### src/rtl/sdiv_pkg.sv
`timescale 1ns/1ps
package sdiv_pkg;

   typedef enum logic [1:0] {
      MODE_W32    = 2'd0,
      MODE_N64D32 = 2'd1,
      MODE_W64    = 2'd2,
      MODE_ALIAS  = 2'd3
   } div_mode_e;

   localparam int unsigned A_CTRL   = 0;
   localparam int unsigned A_NUM_LO = 4;
   localparam int unsigned A_NUM_HI = 5;
   localparam int unsigned A_DEN_LO = 6;
   localparam int unsigned A_DEN_HI = 7;
   localparam int unsigned A_QUO_LO = 8;
   localparam int unsigned A_QUO_HI = 9;
   localparam int unsigned A_REM_LO = 10;
   localparam int unsigned A_REM_HI = 11;

   localparam int unsigned CTRL_DZ_BIT   = 14;
   localparam int unsigned CTRL_BUSY_BIT = 15;

   function automatic logic mode_narrow_num(div_mode_e m);
      return m == MODE_W32;
   endfunction

   function automatic logic mode_narrow_den(div_mode_e m);
      return m != MODE_W64;
   endfunction

endpackage

### src/rtl/sdiv_timer.sv
`timescale 1ns/1ps
module sdiv_timer #(
   parameter int unsigned LAT_NARROW = 36,
   parameter int unsigned LAT_WIDE   = 68
) (
   input  logic clk,
   input  logic rst_n,
   input  logic start,
   input  logic narrow,
   output logic busy,
   output logic fire
);
   localparam int unsigned CNT_W = $clog2(LAT_WIDE + 1);

   logic [CNT_W-1:0] cnt_q;

   always_ff @(posedge clk or negedge rst_n) begin
      if (!rst_n)
         cnt_q <= '0;
      else if (start)
         cnt_q <= narrow ? CNT_W'(LAT_NARROW) : CNT_W'(LAT_WIDE);
      else if (cnt_q != '0)
         cnt_q <= cnt_q - CNT_W'(1);
   end

   assign busy = (cnt_q != '0);
   assign fire = (cnt_q == CNT_W'(1));

   // the countdown never exceeds the longest latency
   a_r5_cnt_bounded: assert property (@(posedge clk) disable iff (!rst_n)
      busy |-> (cnt_q <= CNT_W'(LAT_WIDE)));

endmodule

### src/rtl/sdiv_core.sv
`timescale 1ns/1ps
module sdiv_core #(
   parameter int unsigned DW           = 64,
   parameter int unsigned NARROW_ITERS = 32
) (
   input  logic          clk,
   input  logic          rst_n,
   input  logic          start,
   input  logic          narrow,
   input  logic [DW-1:0] num_mag,
   input  logic [DW-1:0] den_mag,
   output logic [DW-1:0] q_mag,
   output logic [DW-1:0] r_mag,
   output logic          active
);
   localparam int unsigned ITER_W = $clog2(DW + 1);

   logic [DW-1:0]     rem_r, dvd_r, quo_r, den_r;
   logic [ITER_W-1:0] cnt_r;
   logic [DW:0]       trial;
   logic              ge;

   assign trial = {rem_r, dvd_r[DW-1]};
   assign ge    = (trial >= {1'b0, den_r});

   always_ff @(posedge clk or negedge rst_n) begin
      if (!rst_n) begin
         rem_r <= '0;
         dvd_r <= '0;
         quo_r <= '0;
         den_r <= '0;
         cnt_r <= '0;
      end else if (start) begin
         rem_r <= '0;
         quo_r <= '0;
         den_r <= den_mag;
         dvd_r <= narrow ? (num_mag << NARROW_ITERS) : num_mag;
         cnt_r <= narrow ? ITER_W'(NARROW_ITERS) : ITER_W'(DW);
      end else if (cnt_r != '0) begin
         rem_r <= DW'(ge ? (trial - {1'b0, den_r}) : trial);
         dvd_r <= dvd_r << 1;
         quo_r <= {quo_r[DW-2:0], ge};
         cnt_r <= cnt_r - ITER_W'(1);
      end
   end

   assign q_mag  = quo_r;
   assign r_mag  = rem_r;
   assign active = (cnt_r != '0);

   // a finished magnitude remainder is below the divisor
   a_r6_rem_below_den: assert property (@(posedge clk) disable iff (!rst_n)
      ($fell(active) && den_r != '0) |-> (rem_r < den_r));

endmodule

### src/rtl/sdiv_mmio.sv
`timescale 1ns/1ps
module sdiv_mmio
   import sdiv_pkg::*;
#(
   parameter int unsigned WORD_W     = 32,
   parameter int unsigned ADDR_W     = 4,
   parameter int unsigned LAT_NARROW = 36,
   parameter int unsigned LAT_WIDE   = 68
) (
   input  logic              clk,
   input  logic              rst_n,
   input  logic              bus_wr,
   input  logic [ADDR_W-1:0] bus_addr,
   input  logic [WORD_W-1:0] bus_wdata,
   output logic [WORD_W-1:0] bus_rdata
);
   localparam int unsigned DW = 2 * WORD_W;

   generate
      if (WORD_W < 16) begin : g_chk_word
         $error("sdiv_mmio: WORD_W must hold the control flags");
      end
      if (ADDR_W < 4) begin : g_chk_addr
         $error("sdiv_mmio: ADDR_W too small for the register map");
      end
      if (LAT_NARROW <= WORD_W) begin : g_chk_narrow
         $error("sdiv_mmio: LAT_NARROW must exceed the narrow iteration count");
      end
      if (LAT_WIDE <= DW || LAT_WIDE < LAT_NARROW) begin : g_chk_wide
         $error("sdiv_mmio: LAT_WIDE must exceed the wide iteration count");
      end
   endgenerate

   logic [1:0]    mode_q;
   logic [DW-1:0] num_q, den_q, den_now;
   logic [DW-1:0] quo_q, rem_q, num_ext_q;
   logic          dz_q, qneg_q, rneg_q;

   logic          wr_ctrl, wr_num_lo, wr_num_hi, wr_den_lo, wr_den_hi, start;
   div_mode_e     cur_mode;
   logic          narrow_num, narrow_den;
   logic [DW-1:0] num_ext, den_ext, num_mag, den_mag;
   logic          num_neg, den_neg;
   logic          busy, fire, core_active;
   logic [DW-1:0] core_q, core_r;

   assign wr_ctrl   = bus_wr && (bus_addr == ADDR_W'(A_CTRL));
   assign wr_num_lo = bus_wr && (bus_addr == ADDR_W'(A_NUM_LO));
   assign wr_num_hi = bus_wr && (bus_addr == ADDR_W'(A_NUM_HI));
   assign wr_den_lo = bus_wr && (bus_addr == ADDR_W'(A_DEN_LO));
   assign wr_den_hi = bus_wr && (bus_addr == ADDR_W'(A_DEN_HI));
   assign start     = wr_den_lo || wr_den_hi;

   // Denominator as it stands after the current write, so a start sees it
   always_comb begin
      den_now = den_q;
      if (wr_den_lo) den_now[WORD_W-1:0]  = bus_wdata;
      if (wr_den_hi) den_now[DW-1:WORD_W] = bus_wdata;
   end

   assign cur_mode   = div_mode_e'(mode_q);
   assign narrow_num = mode_narrow_num(cur_mode);
   assign narrow_den = mode_narrow_den(cur_mode);

   assign num_ext = narrow_num ? {{WORD_W{num_q[WORD_W-1]}}, num_q[WORD_W-1:0]} : num_q;
   assign den_ext = narrow_den ? {{WORD_W{den_now[WORD_W-1]}}, den_now[WORD_W-1:0]} : den_now;
   assign num_neg = num_ext[DW-1];
   assign den_neg = den_ext[DW-1];
   assign num_mag = num_neg ? -num_ext : num_ext;
   assign den_mag = den_neg ? -den_ext : den_ext;

   always_ff @(posedge clk or negedge rst_n) begin
      if (!rst_n) begin
         mode_q <= '0;
         num_q  <= '0;
         den_q  <= '0;
      end else begin
         if (wr_ctrl)   mode_q              <= bus_wdata[1:0];
         if (wr_num_lo) num_q[WORD_W-1:0]  <= bus_wdata;
         if (wr_num_hi) num_q[DW-1:WORD_W] <= bus_wdata;
         if (start)     den_q              <= den_now;
      end
   end

   sdiv_timer #(
      .LAT_NARROW (LAT_NARROW),
      .LAT_WIDE   (LAT_WIDE)
   ) u_timer (
      .clk    (clk),
      .rst_n  (rst_n),
      .start  (start),
      .narrow (narrow_num),
      .busy   (busy),
      .fire   (fire)
   );

   sdiv_core #(
      .DW           (DW),
      .NARROW_ITERS (WORD_W)
   ) u_core (
      .clk     (clk),
      .rst_n   (rst_n),
      .start   (start),
      .narrow  (narrow_num),
      .num_mag (num_mag),
      .den_mag (den_mag),
      .q_mag   (core_q),
      .r_mag   (core_r),
      .active  (core_active)
   );

   // Results: cleared on start, published when the timer fires
   always_ff @(posedge clk or negedge rst_n) begin
      if (!rst_n) begin
         quo_q     <= '0;
         rem_q     <= '0;
         num_ext_q <= '0;
         dz_q      <= 1'b0;
         qneg_q    <= 1'b0;
         rneg_q    <= 1'b0;
      end else if (start) begin
         quo_q     <= '0;
         rem_q     <= '0;
         num_ext_q <= num_ext;
         dz_q      <= (den_ext == '0);
         qneg_q    <= num_neg ^ den_neg;
         rneg_q    <= num_neg;
      end else if (fire) begin
         if (dz_q) begin
            quo_q <= rneg_q ? DW'(1) : '1;
            rem_q <= num_ext_q;
         end else begin
            quo_q <= qneg_q ? -core_q : core_q;
            rem_q <= rneg_q ? -core_r : core_r;
         end
      end
   end

   always_comb begin
      bus_rdata = '0;
      case (bus_addr)
         ADDR_W'(A_CTRL): begin
            bus_rdata[1:0]           = mode_q;
            bus_rdata[CTRL_DZ_BIT]   = dz_q;
            bus_rdata[CTRL_BUSY_BIT] = busy;
         end
         ADDR_W'(A_NUM_LO): bus_rdata = num_q[WORD_W-1:0];
         ADDR_W'(A_NUM_HI): bus_rdata = num_q[DW-1:WORD_W];
         ADDR_W'(A_DEN_LO): bus_rdata = den_q[WORD_W-1:0];
         ADDR_W'(A_DEN_HI): bus_rdata = den_q[DW-1:WORD_W];
         ADDR_W'(A_QUO_LO): bus_rdata = quo_q[WORD_W-1:0];
         ADDR_W'(A_QUO_HI): bus_rdata = quo_q[DW-1:WORD_W];
         ADDR_W'(A_REM_LO): bus_rdata = rem_q[WORD_W-1:0];
         ADDR_W'(A_REM_HI): bus_rdata = rem_q[DW-1:WORD_W];
         default:           bus_rdata = '0;
      endcase
   end

   // a start raises busy and clears both results on the next cycle
   a_r4_start_clears: assert property (@(posedge clk) disable iff (!rst_n)
      start |=> (busy && quo_q == '0 && rem_q == '0));

   // the engine has finished before the timer publishes
   a_r5_core_done: assert property (@(posedge clk) disable iff (!rst_n)
      fire |-> !core_active);

   // zero-divisor completion value
   a_r7_dz_result: assert property (@(posedge clk) disable iff (!rst_n)
      ($fell(busy) && dz_q) |-> (rem_q == num_ext_q && (quo_q == DW'(1) || quo_q == '1)));

   // results do not move while idle without a start
   a_r9_idle_hold: assert property (@(posedge clk) disable iff (!rst_n)
      (!busy && !start) |=> ($stable(quo_q) && $stable(rem_q)));

endmodule

### config.mk
export PLATFORM = sky130hd
export DESIGN_NAME = sdiv_mmio
export DESIGN_NICKNAME = d
export VERILOG_FILES = /design/src/rtl/sdiv_pkg.sv /design/src/rtl/sdiv_timer.sv /design/src/rtl/sdiv_core.sv /design/src/rtl/sdiv_mmio.sv
export SDC_FILE = /design/constraint.sdc
export NUM_CORES = 2
export LEC_CHECK = 0
export BUFFER_PORTS_ARGS = -buffer_cell sky130_fd_sc_hd__buf_4
export CORE_MARGIN = 3
export CORE_UTILIZATION = 60
export DETAILED_ROUTE_END_ITERATION = 8
export GPL_TIMING_DRIVEN = 1
export PLACE_DENSITY = 0.76
export SETUP_SLACK_MARGIN = 0.05
export SLEW_MARGIN = 30
export SYNTH_ARGS = -nofsm -noshare
export SYNTH_HDL_FRONTEND = slang
export SYNTH_HIERARCHICAL = 1
export SYNTH_SLANG_ARGS = --single-unit
### constraint.sdc
create_clock -name clk -period 7.7 [get_ports clk]
set_input_delay 0.385 -clock clk [delete_from_list [all_inputs] [get_ports clk]]
set_output_delay 0.385 -clock clk [all_outputs]
set_load 0.02 [all_outputs]
== Yosys cells after proc, flatten, opt, wreduce, memory -nomap -nowiden ==
Cells that the tools add are included.
Cells by class
  add/subtract/negate cells: 7
  multiplexer cells: 33
  shift-type cells: 0
  reduce and logical (&&, ||, !) cells: 14
  $mul: 0
  equal/unequal tests: 10
  div/mod/pow operators: 0
  magnitude comparators: 1
  bitwise gates (word level): 1
Operator list (count)
  64-bit two-way mux: 21
  64-bit negation: 4
  16-bit case mux with 8 select lines: 1
  12-bit case mux with 8 select lines: 1
  65-bit by 64-bit >= comparator with 1-bit output: 1
  64-bit logical NOT: 1
  32-bit two-way mux: 2
  64-bit subtractor: 1
  7-bit two-way mux: 6
  2-bit case mux with 9 select lines: 2
  4-bit by 3-bit == test with 1-bit output, second input constant: 4
  4-bit == test, second input constant: 4
  7-bit nonzero test: 2
  7-bit by 1-bit subtractor with 7-bit output, second input constant: 2
  7-bit by 1-bit == test with 1-bit output, second input constant: 1
  2-bit nonzero test: 3
  1-bit logical AND: 5
  4-bit logical NOT: 1
  2-bit logical NOT: 1
  2-bit inequality test, second input constant: 1
  1-bit logical OR: 1
  1-bit XOR: 1
Storage, ports and cells
  logic and storage cells: 82
  memories: 0
  output and inout bits: 32
  bits in latches: 0
  ROM bits: 0
  flip-flop bits (word level): 595
  memory bits (writable): 0
  input bits: 39

== Logic depth before layout (Yosys ltp) ==
  depth in word-level cells: 6
  depth in mapped cells: 19
  depth with buffers taken out: 16

== Cells and area by module ==
The synthesis kept the hierarchy.
Modules (own cells, without submodules)
  sdiv_mmio: sequential area each 8107.8 um2, cells each 2668, area each 22012.4 um2, times used 1
  sdiv_core: sequential area each 6581.3 um2, cells each 1785, area each 15517.4 um2, times used 1
  sdiv_timer: sequential area each 175.2 um2, cells each 43, area each 399.1 um2, times used 1

== Worst setup path before layout ==
OpenSTA, ideal clock, no wires.
  path kind: in2reg
  start point: input port bus_addr[3]
  end point: register u_core.den_r[60]
  arrival time: 4.020 ns
  setup time: 0.133 ns
  data required time: 7.567 ns
  stages on the path: 17
  path buffers: 3
  path slack: 3.547 ns
  path through: nand4b_2 > inv_2 > nand2_1 > clkbuf_1 > clkbuf_1 > clkbuf_1 > mux2i_1 > ha_1 > nor3b_1 > nand4_1 > a222oi_1 > and4_1 > and4_1 > a31oi_1 > mux2_1 > nand2_1 > o21ai_0
On the way
  longest elaborated chain between the ends: 6
  elaborated cells between the ends (all ways): 10
  those cells by class: 1 x add/sub; 2 x eq/ne; 4 x mux; 3 x reduce/logical
Ends and longest elaborated chain
  from (decl): RTL line sdiv_mmio.sv:13  | input logic [ADDR_W-1:0] bus_addr,
  4-bit by 3-bit == test with 1-bit output, on equally long branches: RTL line sdiv_mmio.sv:50, sdiv_mmio.sv:51
  1-bit logical AND, on equally long branches: RTL line sdiv_mmio.sv:50, sdiv_mmio.sv:51
  32-bit two-way mux, on equally long branches: RTL line sdiv_mmio.sv:57, sdiv_mmio.sv:58
  64-bit two-way mux (*): RTL line sdiv_mmio.sv:66  | assign den_ext = narrow_den ? {{WORD_W{den_now[WORD_W-1]}}, den_now[WORD_W-1:0]} : den_now;
  64-bit negation: RTL line sdiv_mmio.sv:70  | assign den_mag = den_neg ? -den_ext : den_ext;
  64-bit two-way mux (*): RTL line sdiv_mmio.sv:70
  named net den_mag[60]: RTL line sdiv_mmio.sv:42  | logic [DW-1:0] num_ext, den_ext, num_mag, den_mag;
  to (signal assigned): RTL line sdiv_core.sv:36  | den_r <= den_mag;
  to (decl): RTL line sdiv_core.sv:18  | logic [DW-1:0] rem_r, dvd_r, quo_r, den_r;
The timed path passes the listed nets; every way through them passes the cells marked *.
A chain may end at the register's enable or synchronous reset.

== Final worst setup path ==
  start point: input port bus_addr[3]
  end point: register u_core.den_r[62]
Same word-level chain as after synthesis.

==> results.txt <==
status = finished clean
# IOs = 71
Layout Utilization = 66.4%
Period minus WS final = 4.78 ns
flop-to-flop setup slack = 3.19 ns
async set-reset flop share out of synthesis = 100%
Setup TNS Final = 0 ns
worst ir drop on vdd = 299 µV
initial antenna violation count = 6
R2R Path End = u_core/r_mag[6]$_DFFE_PN0P_
R2R cell count = 11
CTS clk-pin slew, worst paths = 0.06 ns
Die W = 257 µm
Post-DP HPWL = 103 mm
number of remaining DRC errors = 0
Min-Delay Path Class = input pin to flip-flop
port bufs = 70
CP Class = input pin to flip-flop
Initial Utilization = 61.0%
NumNets Final = 4486
Final Hold Vio Count = 0
CP arrival = 5.25 ns
worst skew pair latency = 0.63 ns
Ys Warns = 6
TritonCTS Buffers = 69
Pwr Density = 443 nW/µm²
grt ovf = 0
Worst Hold End = den_q[32]$_DFFE_PN0N_
Row Count = 91
core outline area = 62200 µm²
maximum capacitance violations = 0
detailed-route wire length per cell = 27.3 µm
Mapped Area = 37900 µm²
Placer Congestion = 1.02
Worst slew margin = 31.4%
first-pass GRT wire length = 216 mm
vias in the first global route = 33484
register area share after synthesis = 39.2%
syn nets = 4607
Tcrit/Tclk final = 62.1%
DR vias/cell = 6.91
worst-case clock buffer depth = 3
crit-path max FO = 89
CP Capture Type = flip-flop
Unique masters post-synth = 103
fmax = 209 MHz
layout cells sized above 1 = 9.17%
Hold Path Stages = 3
Max Transition Viols Final = 0
total global-route track usage = 42.6%
Mean Syn Cell Area = 8.44 µm²
#FFs+latches synth = 594
DRT iter0 DRCs = 5538
CTS Root Cell = clkbuf_16
Post-synth EDFFs = 0
drt total wl = 144 mm
die area = 66300 µm²
slew of the pin with the lowest slew margin = 1.03 ns
largest net degree at the start of global routing = 177
Fin Hold WS = 0.0922 ns
Synth Instances = 4496
clock sinks = 594
Detailed Routing Iterations Pass 1 = 9
final antenna-violating net count = 0
Reg-to-Reg Start = u_core/r_mag[49]$_DFFE_PN0P_
Via Count = 36363
H-tree depth = 3
Area Growth Syn to Fin = 8.80%
RSZ-0062 raised after global routing = no
crit start category = input pin
Static Leak = 18.1 nW
final setup fails = 0
hold_sp = bus_wdata[0]
Layout Skew = 0.0215 ns
CTS tree = yes
Post-synth top flop = dfrtp_1
Req. time, crit path = 8.17 ns
Die Y-Extent = 257 µm
## metal layers
| metal | wire, µm | GRT usage, % |
|---|---|---|
| met1 | 57600 | 59.9 |
| met2 | 57600 | 59.3 |
| met3 | 19700 | 14.2 |
| met4 | 8610 | 19.7 |
| met5 | 80 | 0 |
## placed cells by master, fill, tap and decap left out, types with 10 or more instances in the layout
cell / instances
o41ai_1: 31
o21ai_1: 69
clkbuf_16: 71
o21bai_1: 14
or2_2: 12
o21ai_0: 313
a22o_1: 25
a21o_1: 34
nand2_1: 820
mux2_2: 69
a222oi_1: 17
nand3_1: 94
a221oi_1: 34
nand4_1: 51
xnor2_1: 161
nand2b_1: 25
o31ai_1: 73
o211ai_1: 43
a22oi_1: 77
o2111ai_1: 10
ha_1: 71
buf_4: 129
clkinv_2: 15
or4_1: 42
a31oi_1: 30
nor3_1: 73
a211oi_1: 92
inv_1: 126
a21oi_1: 272
and4_1: 13
mux2i_1: 137
and2_1: 44
xor2_1: 139
dfrtp_1: 591
clkbuf_8: 13
and3_1: 22
nor2_1: 264
nor4_1: 60
or3_1: 37
## state kept, by name, summed over array words and instances (netlist names)
name and flops:
cur_mode 2, den_q 64, dz_q 1, num_ext_q 64, num_q 64, qneg_q 1, quo_q 64, rem_q 64
u_core/cnt_r 7, u_core/den_r 64, u_core/dvd_r 64, u_core/q_mag 64, u_core/r_mag 64, u_timer/cnt_q 7
## synth_stat cells (44+ instances only)
cell type	instances	area share (%)
a211oi_1	92	1.8
a21oi_1	274	3.6
a22oi_1	77	1.5
and2_1	44	0.73
clkbuf_1	270	2.7
dfrtp_1	594	39
ha_1	71	2.3
inv_1	127	1.3
mux2_2	69	2.0
mux2i_1	137	3.6
nand2_1	821	8.1
nand3_1	94	1.2
nand4_1	51	0.84
nor2_1	273	2.7
nor3_1	77	1.0
nor4_1	61	1.0
o21ai_0	314	4.1
o21ai_1	68	0.90
o31ai_1	73	1.4
xnor2_1	161	3.7
xor2_1	139	3.2
## critical path: stages
cell and delay (ns):
buf_4 0.12, nand4b_4 0.20, inv_8 0.44, nand2_1 0.60, mux2i_1 0.43, ha_1 0.27, nor3b_1 0.20, nand4_1 0.28
a222oi_1 0.73, nand2_1 0.19, nor4_1 0.83, a31oi_1 0.22, xnor2_1 0.18, nand2_1 0.06, o21ai_0 0.08
## cells by family after synthesis
group | after synthesis | share of synthesized area [%]
fa+ha+maj | 72 | 2.39
flops | 594 | 39.2
buf+inv | 459 | 4.86
xor+xnor | 300 | 6.93
mux | 208 | 5.72
simple gates | 1631 | 19.8
compound gates | 1232 | 21.1
## worst max-delay path by stage
stage	from	endpoint	slack [ns]	depth (start not counted)
2_1_floorplan	bus_addr[3]	u_core/den_r[60]$_DFFE_PN0P_	3.55	17
6_report	bus_addr[3]	u_core/den_r[62]$_DFFE_PN0P_	2.92	15
4_1_cts	bus_addr[3]	u_core/den_r[62]$_DFFE_PN0P_	3.14	15
5_1_grt	bus_addr[3]	u_core/den_r[62]$_DFFE_PN0P_	2.58	15
3_5_place_dp	bus_addr[3]	u_core/den_r[62]$_DFFE_PN0P_	2.50	15
3_3_place_gp	bus_addr[3]	u_core/den_r[62]$_DFFE_PN0P_	2.64	15
## report_power, final
group,switching (mW),internal (mW)
combinational,5.66,3.43
clock,1.40,2.09
sequential,1.47,4.25
## timing repair
action	in CTS	in global routing
hold endpoints to repair	107	0
setup endpoints to repair	0	0
setup buffers	0	0
resized for setup	0	0
hold buffers	1	0
## final cells by class
| cell class | instances | area [µm²] |
|---|---|---|
| inverter | 129 | 497 |
| fill | 5267 | 20900 |
| tap | 837 | 1050 |
| clock inverter | 31 | 398 |
| timing repair buffer | 138 | 1120 |
| multi-input combinational | 3443 | 21300 |
| antenna | 1 | 2.50 |
| sequential | 594 | 14900 |
| clock buffer | 92 | 1990 |
## through the flow
step	setup slack (ns)	std cells	instance area [µm²]	total power [mW]
2_1_floorplan	3.55	4496	37900	11.7
3_3_place_gp	2.64	5136	38800	14.3
3_5_place_dp	2.50	5137	38800	14.5
4_1_cts	3.14	5261	41200	18.0
5_1_grt	2.58	5264	41300	19.3
6_report	2.92	5265	41300	18.3
Power figures use the tool's default switching activity.
